`config.mk`:
```
export PLATFORM = sky130hd
export DESIGN_NAME = usb_rx_ep_ctrl
export DESIGN_NICKNAME = d
export VERILOG_FILES = /design/src/rtl/usb_rxep_pkg.sv /design/src/rtl/rxep_cfg.sv /design/src/rtl/rxep_unload.sv /design/src/rtl/rxep_hs.sv /design/src/rtl/rxep_dma_irq.sv /design/src/rtl/usb_rx_ep_ctrl.sv
export SDC_FILE = /design/constraint.sdc
export NUM_CORES = 1
export LEC_CHECK = 0
export ABC_AREA = 1
export BUFFER_PORTS_ARGS = -buffer_cell sky130_fd_sc_hd__buf_2
export CORE_ASPECT_RATIO = 0.9
export CORE_UTILIZATION = 35
export CTS_CLUSTER_DIAMETER = 120
export DETAILED_ROUTE_END_ITERATION = 16
export GPL_TIMING_DRIVEN = 0
export SYNTH_ARGS = -nofsm -noshare
export SYNTH_HDL_FRONTEND = slang
export SYNTH_HIERARCHICAL = 1
export SYNTH_SLANG_ARGS = --single-unit
```
`constraint.sdc`:
```
create_clock -name clk -period 3.8 [get_ports clk]
set_input_delay 0.38 -clock clk [delete_from_list [all_inputs] [get_ports clk]]
set_output_delay 0.38 -clock clk [all_outputs]
set_load 0.05 [all_outputs]
```
`src/rtl/usb_rxep_pkg.sv`:
```
package usb_rxep_pkg;

  typedef enum logic [1:0] {
    HS_ACK  = 2'd0,
    HS_NAK  = 2'd1,
    HS_NYET = 2'd2,
    HS_NONE = 2'd3
  } hs_e;

  // field order matches config byte bits 7..3
  typedef struct packed {
    logic autoclr;
    logic bulk;
    logic dma_en;
    logic nyet_dis;
    logic dma_mode;
  } cfg_t;

  localparam int CFG_LSB = 3;

  function automatic cfg_t cfg_from_byte(input logic [7:0] b);
    return cfg_t'(b[7:CFG_LSB]);
  endfunction

  function automatic logic [7:0] cfg_to_byte(input cfg_t c, input logic pid);
    logic [7:0] b;
    b = {c, 3'b000};
    if (!c.bulk) b[4] = pid;
    return b;
  endfunction

  function automatic logic [2:0] unload_step(input logic cpu, input logic dma);
    return {dma, 2'b00} + {2'b00, cpu};
  endfunction

endpackage

```
`src/rtl/rxep_cfg.sv`:
```
module rxep_cfg
  import usb_rxep_pkg::*;
(
  input  logic       clk,
  input  logic       rst_n,
  input  logic       wr,
  input  logic [7:0] wdata,
  input  logic       pkt_acc,
  input  logic       pid_err,
  output cfg_t       cfg,
  output logic       mode_eff,
  output logic [7:0] rdata
);
  cfg_t cfg_q;
  logic lat_q;
  logic pid_q;
  logic unused_rsvd;

  assign unused_rsvd = ^wdata[2:0];

  always_ff @(posedge clk) begin
    if (!rst_n) begin
      cfg_q <= '0;
      lat_q <= 1'b0;
      pid_q <= 1'b0;
    end else begin
      if (wr) cfg_q <= cfg_from_byte(wdata);
      lat_q <= cfg_q.dma_en & (lat_q | cfg_q.dma_mode);
      if (pkt_acc) pid_q <= pid_err & ~cfg_q.bulk;
    end
  end

  assign cfg      = cfg_q;
  assign mode_eff = cfg_q.dma_mode | lat_q;
  assign rdata    = cfg_to_byte(cfg_q, pid_q);

  AST_MODE_HELD: assert property (@(posedge clk) disable iff (!rst_n)
    (cfg_q.dma_en && $past(cfg_q.dma_en) && $past(mode_eff)) |-> mode_eff);

endmodule

```
`src/rtl/rxep_unload.sv`:
```
module rxep_unload
  import usb_rxep_pkg::*;
#(
  parameter  int MAXW = 11,
  localparam int CNTW = MAXW + 1
) (
  input  logic            clk,
  input  logic            rst_n,
  input  logic            autoclr,
  input  logic [MAXW-1:0] max_pkt,
  input  logic            pkt_rcv,
  input  logic            rdy_clr,
  input  logic            cpu_rd,
  input  logic            dma_rd,
  output logic            rdy,
  output logic [CNTW-1:0] cnt,
  output logic            pkt_acc,
  output logic            auto_hit
);
  logic            rdy_q;
  logic [CNTW-1:0] cnt_q;
  logic [2:0]      step;
  logic [CNTW-1:0] sum;

  function automatic logic [CNTW-1:0] sat_add(input logic [CNTW-1:0] a,
                                              input logic [2:0] s);
    logic [CNTW:0] w;
    w = {1'b0, a} + {{(CNTW-2){1'b0}}, s};
    return w[CNTW] ? {CNTW{1'b1}} : w[CNTW-1:0];
  endfunction

  assign step     = unload_step(cpu_rd, dma_rd);
  assign sum      = sat_add(cnt_q, step);
  assign pkt_acc  = pkt_rcv & ~rdy_q;
  assign auto_hit = rdy_q & autoclr & (step != 3'd0) & (sum >= {1'b0, max_pkt});

  always_ff @(posedge clk) begin
    if (!rst_n) begin
      rdy_q <= 1'b0;
      cnt_q <= '0;
    end else if (!rdy_q) begin
      rdy_q <= pkt_rcv;
      cnt_q <= '0;
    end else if (rdy_clr || auto_hit) begin
      rdy_q <= 1'b0;
      cnt_q <= '0;
    end else begin
      cnt_q <= sum;
    end
  end

  assign rdy = rdy_q;
  assign cnt = cnt_q;

  AST_CNT_IDLE_ZERO: assert property (@(posedge clk) disable iff (!rst_n)
    !rdy_q |-> (cnt_q == '0));
  AST_AUTO_CLEAR: assert property (@(posedge clk) disable iff (!rst_n)
    auto_hit |=> (!rdy_q && cnt_q == '0));
  AST_BUSY_HOLD: assert property (@(posedge clk) disable iff (!rst_n)
    (pkt_rcv && rdy_q && !rdy_clr && !auto_hit) |=> rdy_q);

endmodule

```
`src/rtl/rxep_hs.sv`:
```
module rxep_hs
  import usb_rxep_pkg::*;
(
  input  logic pkt_rcv,
  input  logic rdy,
  input  logic bulk,
  input  logic nyet_dis,
  input  logic fifo_full,
  output hs_e  hs
);
  always_comb begin
    if (!pkt_rcv || !bulk)         hs = HS_NONE;
    else if (rdy)                  hs = HS_NAK;
    else if (fifo_full && !nyet_dis) hs = HS_NYET;
    else                           hs = HS_ACK;
  end
endmodule

```
`src/rtl/rxep_dma_irq.sv`:
```
module rxep_dma_irq (
  input  logic clk,
  input  logic rst_n,
  input  logic rdy,
  input  logic dma_en,
  input  logic mode_eff,
  input  logic auto_hit,
  input  logic dma_done,
  output logic dma_req,
  output logic irq
);
  logic done_q;
  logic irq_q;
  logic ev_pkt;
  logic ev_xfer;

  assign ev_pkt  = auto_hit & dma_en & ~mode_eff;
  assign ev_xfer = dma_done & ~done_q & dma_en & mode_eff & ~irq_q;

  always_ff @(posedge clk) begin
    if (!rst_n) begin
      done_q <= 1'b0;
      irq_q  <= 1'b0;
    end else begin
      done_q <= dma_done;
      irq_q  <= ev_pkt | ev_xfer;
    end
  end

  assign dma_req = rdy & dma_en;
  assign irq     = irq_q;

  AST_REQ_DROPS: assert property (@(posedge clk) disable iff (!rst_n)
    $fell(rdy) |-> !dma_req);
  AST_IRQ_SINGLE: assert property (@(posedge clk) disable iff (!rst_n)
    irq_q |=> !irq_q);
  AST_MODE1_QUIET: assert property (@(posedge clk) disable iff (!rst_n)
    (auto_hit && mode_eff && !dma_done) |=> !irq_q);

endmodule

```
`src/rtl/usb_rx_ep_ctrl.sv`:
```
module usb_rx_ep_ctrl
  import usb_rxep_pkg::*;
#(
  parameter  int MAXW = 11,
  localparam int CNTW = MAXW + 1
) (
  input  logic            clk,
  input  logic            rst_n,
  input  logic            cfg_wr,
  input  logic [7:0]      cfg_wdata,
  output logic [7:0]      cfg_rdata,
  input  logic [MAXW-1:0] max_pkt,
  input  logic            pkt_rcv,
  input  logic            pkt_pid_err,
  input  logic            fifo_full,
  output logic [1:0]      hs_code,
  input  logic            rdy_clr,
  input  logic            cpu_rd,
  input  logic            dma_rd,
  input  logic            dma_done,
  output logic            rdy,
  output logic [CNTW-1:0] unload_cnt,
  output logic            dma_req,
  output logic            irq
);
  cfg_t cfg;
  logic mode_eff;
  logic pkt_acc;
  logic auto_hit;
  hs_e  hs;

  rxep_cfg u_cfg (
    .clk      (clk),
    .rst_n    (rst_n),
    .wr       (cfg_wr),
    .wdata    (cfg_wdata),
    .pkt_acc  (pkt_acc),
    .pid_err  (pkt_pid_err),
    .cfg      (cfg),
    .mode_eff (mode_eff),
    .rdata    (cfg_rdata)
  );

  rxep_unload #(.MAXW(MAXW)) u_unload (
    .clk      (clk),
    .rst_n    (rst_n),
    .autoclr  (cfg.autoclr),
    .max_pkt  (max_pkt),
    .pkt_rcv  (pkt_rcv),
    .rdy_clr  (rdy_clr),
    .cpu_rd   (cpu_rd),
    .dma_rd   (dma_rd),
    .rdy      (rdy),
    .cnt      (unload_cnt),
    .pkt_acc  (pkt_acc),
    .auto_hit (auto_hit)
  );

  rxep_hs u_hs (
    .pkt_rcv   (pkt_rcv),
    .rdy       (rdy),
    .bulk      (cfg.bulk),
    .nyet_dis  (cfg.nyet_dis),
    .fifo_full (fifo_full),
    .hs        (hs)
  );

  assign hs_code = hs;

  rxep_dma_irq u_dma (
    .clk      (clk),
    .rst_n    (rst_n),
    .rdy      (rdy),
    .dma_en   (cfg.dma_en),
    .mode_eff (mode_eff),
    .auto_hit (auto_hit),
    .dma_done (dma_done),
    .dma_req  (dma_req),
    .irq      (irq)
  );

endmodule

```
==> out/metrics.yaml <==
ioPinCount: 54
synth-xor-area-share: 0.0341
synth_edf_count: 0
timing.final.ws_setup_ps: 802
grt_max_degree: 14
ys_warn_count: 6
critPathCapture: "u_unload/cnt[8]$_SDFF_PP0_"
skew_ps: 1.69
min-delay-path-class: "in -> reg"
criticalPathCategory: "reg -> reg"
synthArstFlopShare: 0
fin_crit_sh: 0.789
rsz0062_at_grt: "false"
avgSynthCellArea_um2: 6.94
vias: 1386
critPathCaptureType: "flip-flop"
routed_wirelength_um: 2940
insertedDiodeCount: 0
hold_start: "dma_done"
grt_pass1_wl_um: 5150
routabilityCongestion: 0.794
clock_latency_ps: 260
synthTopCellsByCount: "inv_1, nand2_1, nor2_1"
clock.fmax_mhz: 334
setup_viol_count_final: 0
synth_compound_area_frac: 0.0739
die_x_um: 71.9
start_util: 0.371
drive_gt1_frac: 0.313
yosysTopAreaCell: "dfxtp_1"
synth_cell_types: 30
cts_tree: "yes"
core_um2: 4160
post-cts-setup-buffer-count: 0
met3_usage: 0.0342
worstSetupStartpointType: "flip-flop"
ff2ff_setup_slack_ps: 800
hold_buffers: 0
outcome: "completed"
ant_nets: 0
htreeDepth: 1
clock_sinks: 22
nets: 319
cts_buffer_depth: 2
grt_most_used_layer: "met2"
drc: 0
fin_hold_ws_ps: 313
cp_max_fo: 10
r2r-end: "u_unload/cnt[8]$_SDFF_PP0_"
worstPathArrival_ps: 3150
maxCapViolations: 0
fp-row-count: 22
drt_iter0_markers: 55
finalSetupTns_ps: 0
irDropWorstVdd_uv: 158
grt_usage: 0.140
p_leak_nw: 1.15
rr_worst_depth: 25
drt_first_pass_iters: 4
required_ps: 3950
area_delta_synth_final_pct: 25.3
reg2reg_from: "u_unload/cnt[0]$_SDFF_PP0_"
synth_ff_type: "dfxtp_1"
pre_cts_slack_ps: 642
yosysMostFrequentCell: "inv_1"
yosys.area_share.simple: 0.319
min_period_ps: 3000
yosys-mux-area-fraction: 0
cts_root_buf: "clkbuf_8"
cts_resized: 0
place_hpwl_um: 2440
drt-vias-per-instance: 4.14
hold_violations: 0
grtUsageMet2: 0.213
crit_path_start: "u_unload/cnt[0]$_SDFF_PP0_"
synthAdderAreaFrac: 0.114
first_global_vias: 1217
wl_per_cell_um: 8.77
syn_area_um2: 1540
synth.top_cell.area_share: 0.286
drv_slew: 0
grt_overflow: 0
die_h_um: 64.9
syn_inst: 222
use_met1: 0.198
power_density_nw_per_um2: 291
cts_made_buffers: 3
antenna_found_initial: 0
die_area_um2: 4670
synth_seq_cells: 22
port_buffers: 47
path_clk_slew_ps: 80
ys_top_cells_by_area: "dfxtp_1, inv_1, ha_1, nand2_1, nor2_1"
synth-seq-area-share: 0.286
synth_top_family_by_area: "simple AND/OR/NAND/NOR gates"
## worst max-delay path, stage by stage, from the launching register on
cell      delay (ps)
dfxtp_1          340
ha_1             190
ha_1             210
nand2_2           90
a21boi_4         190
nand2_2          110
nor3_4           270
or2_2            170
inv_1             60
ha_1             270
inv_1             30
nand2_1           40
nand2_1           40
nand2_1           50
nand2_1           40
nand2_1           50
nand2_1           40
nand2_1           60
nand2_1           60
nand2_1           60
nand2_1           50
nand2_1           90
nand2_2           80
nand2_4           90
buf_8            160
nor2_2            40
## worst min path at each step
stage | end | slack (ps) | cells past startpoint
2_1_floorplan | u_cfg/lat_q$_SDFF_PN0_ | 420 | 2
3_3_place_gp | u_cfg/lat_q$_SDFF_PN0_ | 430 | 2
3_5_place_dp | u_cfg/lat_q$_SDFF_PN0_ | 440 | 2
4_1_cts | u_dma/done_q$_SDFF_PN0_ | 310 | 3
5_1_grt | u_dma/done_q$_SDFF_PN0_ | 330 | 3
6_report | u_dma/done_q$_SDFF_PN0_ | 310 | 3
## layout make-up
type	instances	area, um2
Buffer	8	67.6
Clock buffer	3	41.3
Clock inverter	1	30.0
Fill cell	458	2230
Inverter	52	195
Multi-Input combinational cell	142	845
Sequential cell	22	440
Tap cell	60	75.1
Timing Repair Buffer	47	235
## sequential cells by signal (all words and copies together), names as in the netlist
name	count
u_cfg/lat_q	1
u_cfg/pid_q	1
u_unload/rdy	1
u_dma/irq	1
u_dma/done_q	1
u_cfg/cfg	5
u_unload/cnt	12
## placed cells by master, fill, tap and decap left out, types with 3 or more instances in the layout
master / netlist / layout
dfxtp_1: 22 / 22
ha_1: 14 / 14
conb_1: 1 / 3
nor2_2: 9 / 9
buf_2: 0 / 47
nor2_1: 29 / 29
o21ai_0: 8 / 8
inv_1: 49 / 49
clkbuf_8: 0 / 3
nand3_1: 5 / 5
nand2_1: 41 / 41
buf_4: 7 / 7
nand2_2: 5 / 5
xor2_1: 5 / 5
a21oi_1: 5 / 5
inv_2: 3 / 3
## where the power goes
part / total, W / switching [W] / internal, W
clock: 0.000219 / 0.0000782 / 0.000141
sequential: 0.000243 / 0.00000587 / 0.000237
combinational: 0.0000987 / 0.0000633 / 0.0000354
## per-layer routing
metal / vias up / routed length (um)
li1: 766 / -
met1: 587 / 1560
met2: 31 / 1240
met3: 2 / 128
met4: 0 / 18
met5: - / 0
## cells by family after synthesis
kind of cell	count (synthesis)
and+or+nand+nor	101
buffers and inverters	60
DFF	22
AOI/OAI and AO/OA	18
adders and majority gates	14
xor gates and xnor gates	6
other	1
## metrics by stage
stage	instances	util	total power [W]	instance area (um2)
floorplan	224	-	0.000320	1550
global placement	331	0.447	0.000347	1860
detailed placement	331	0.447	0.000348	1860
CTS	335	0.464	0.000571	1930
global route	335	0.464	0.000592	1930
finish	335	0.464	0.000561	1930
Note: power is estimated with default switching activity, not from simulation.
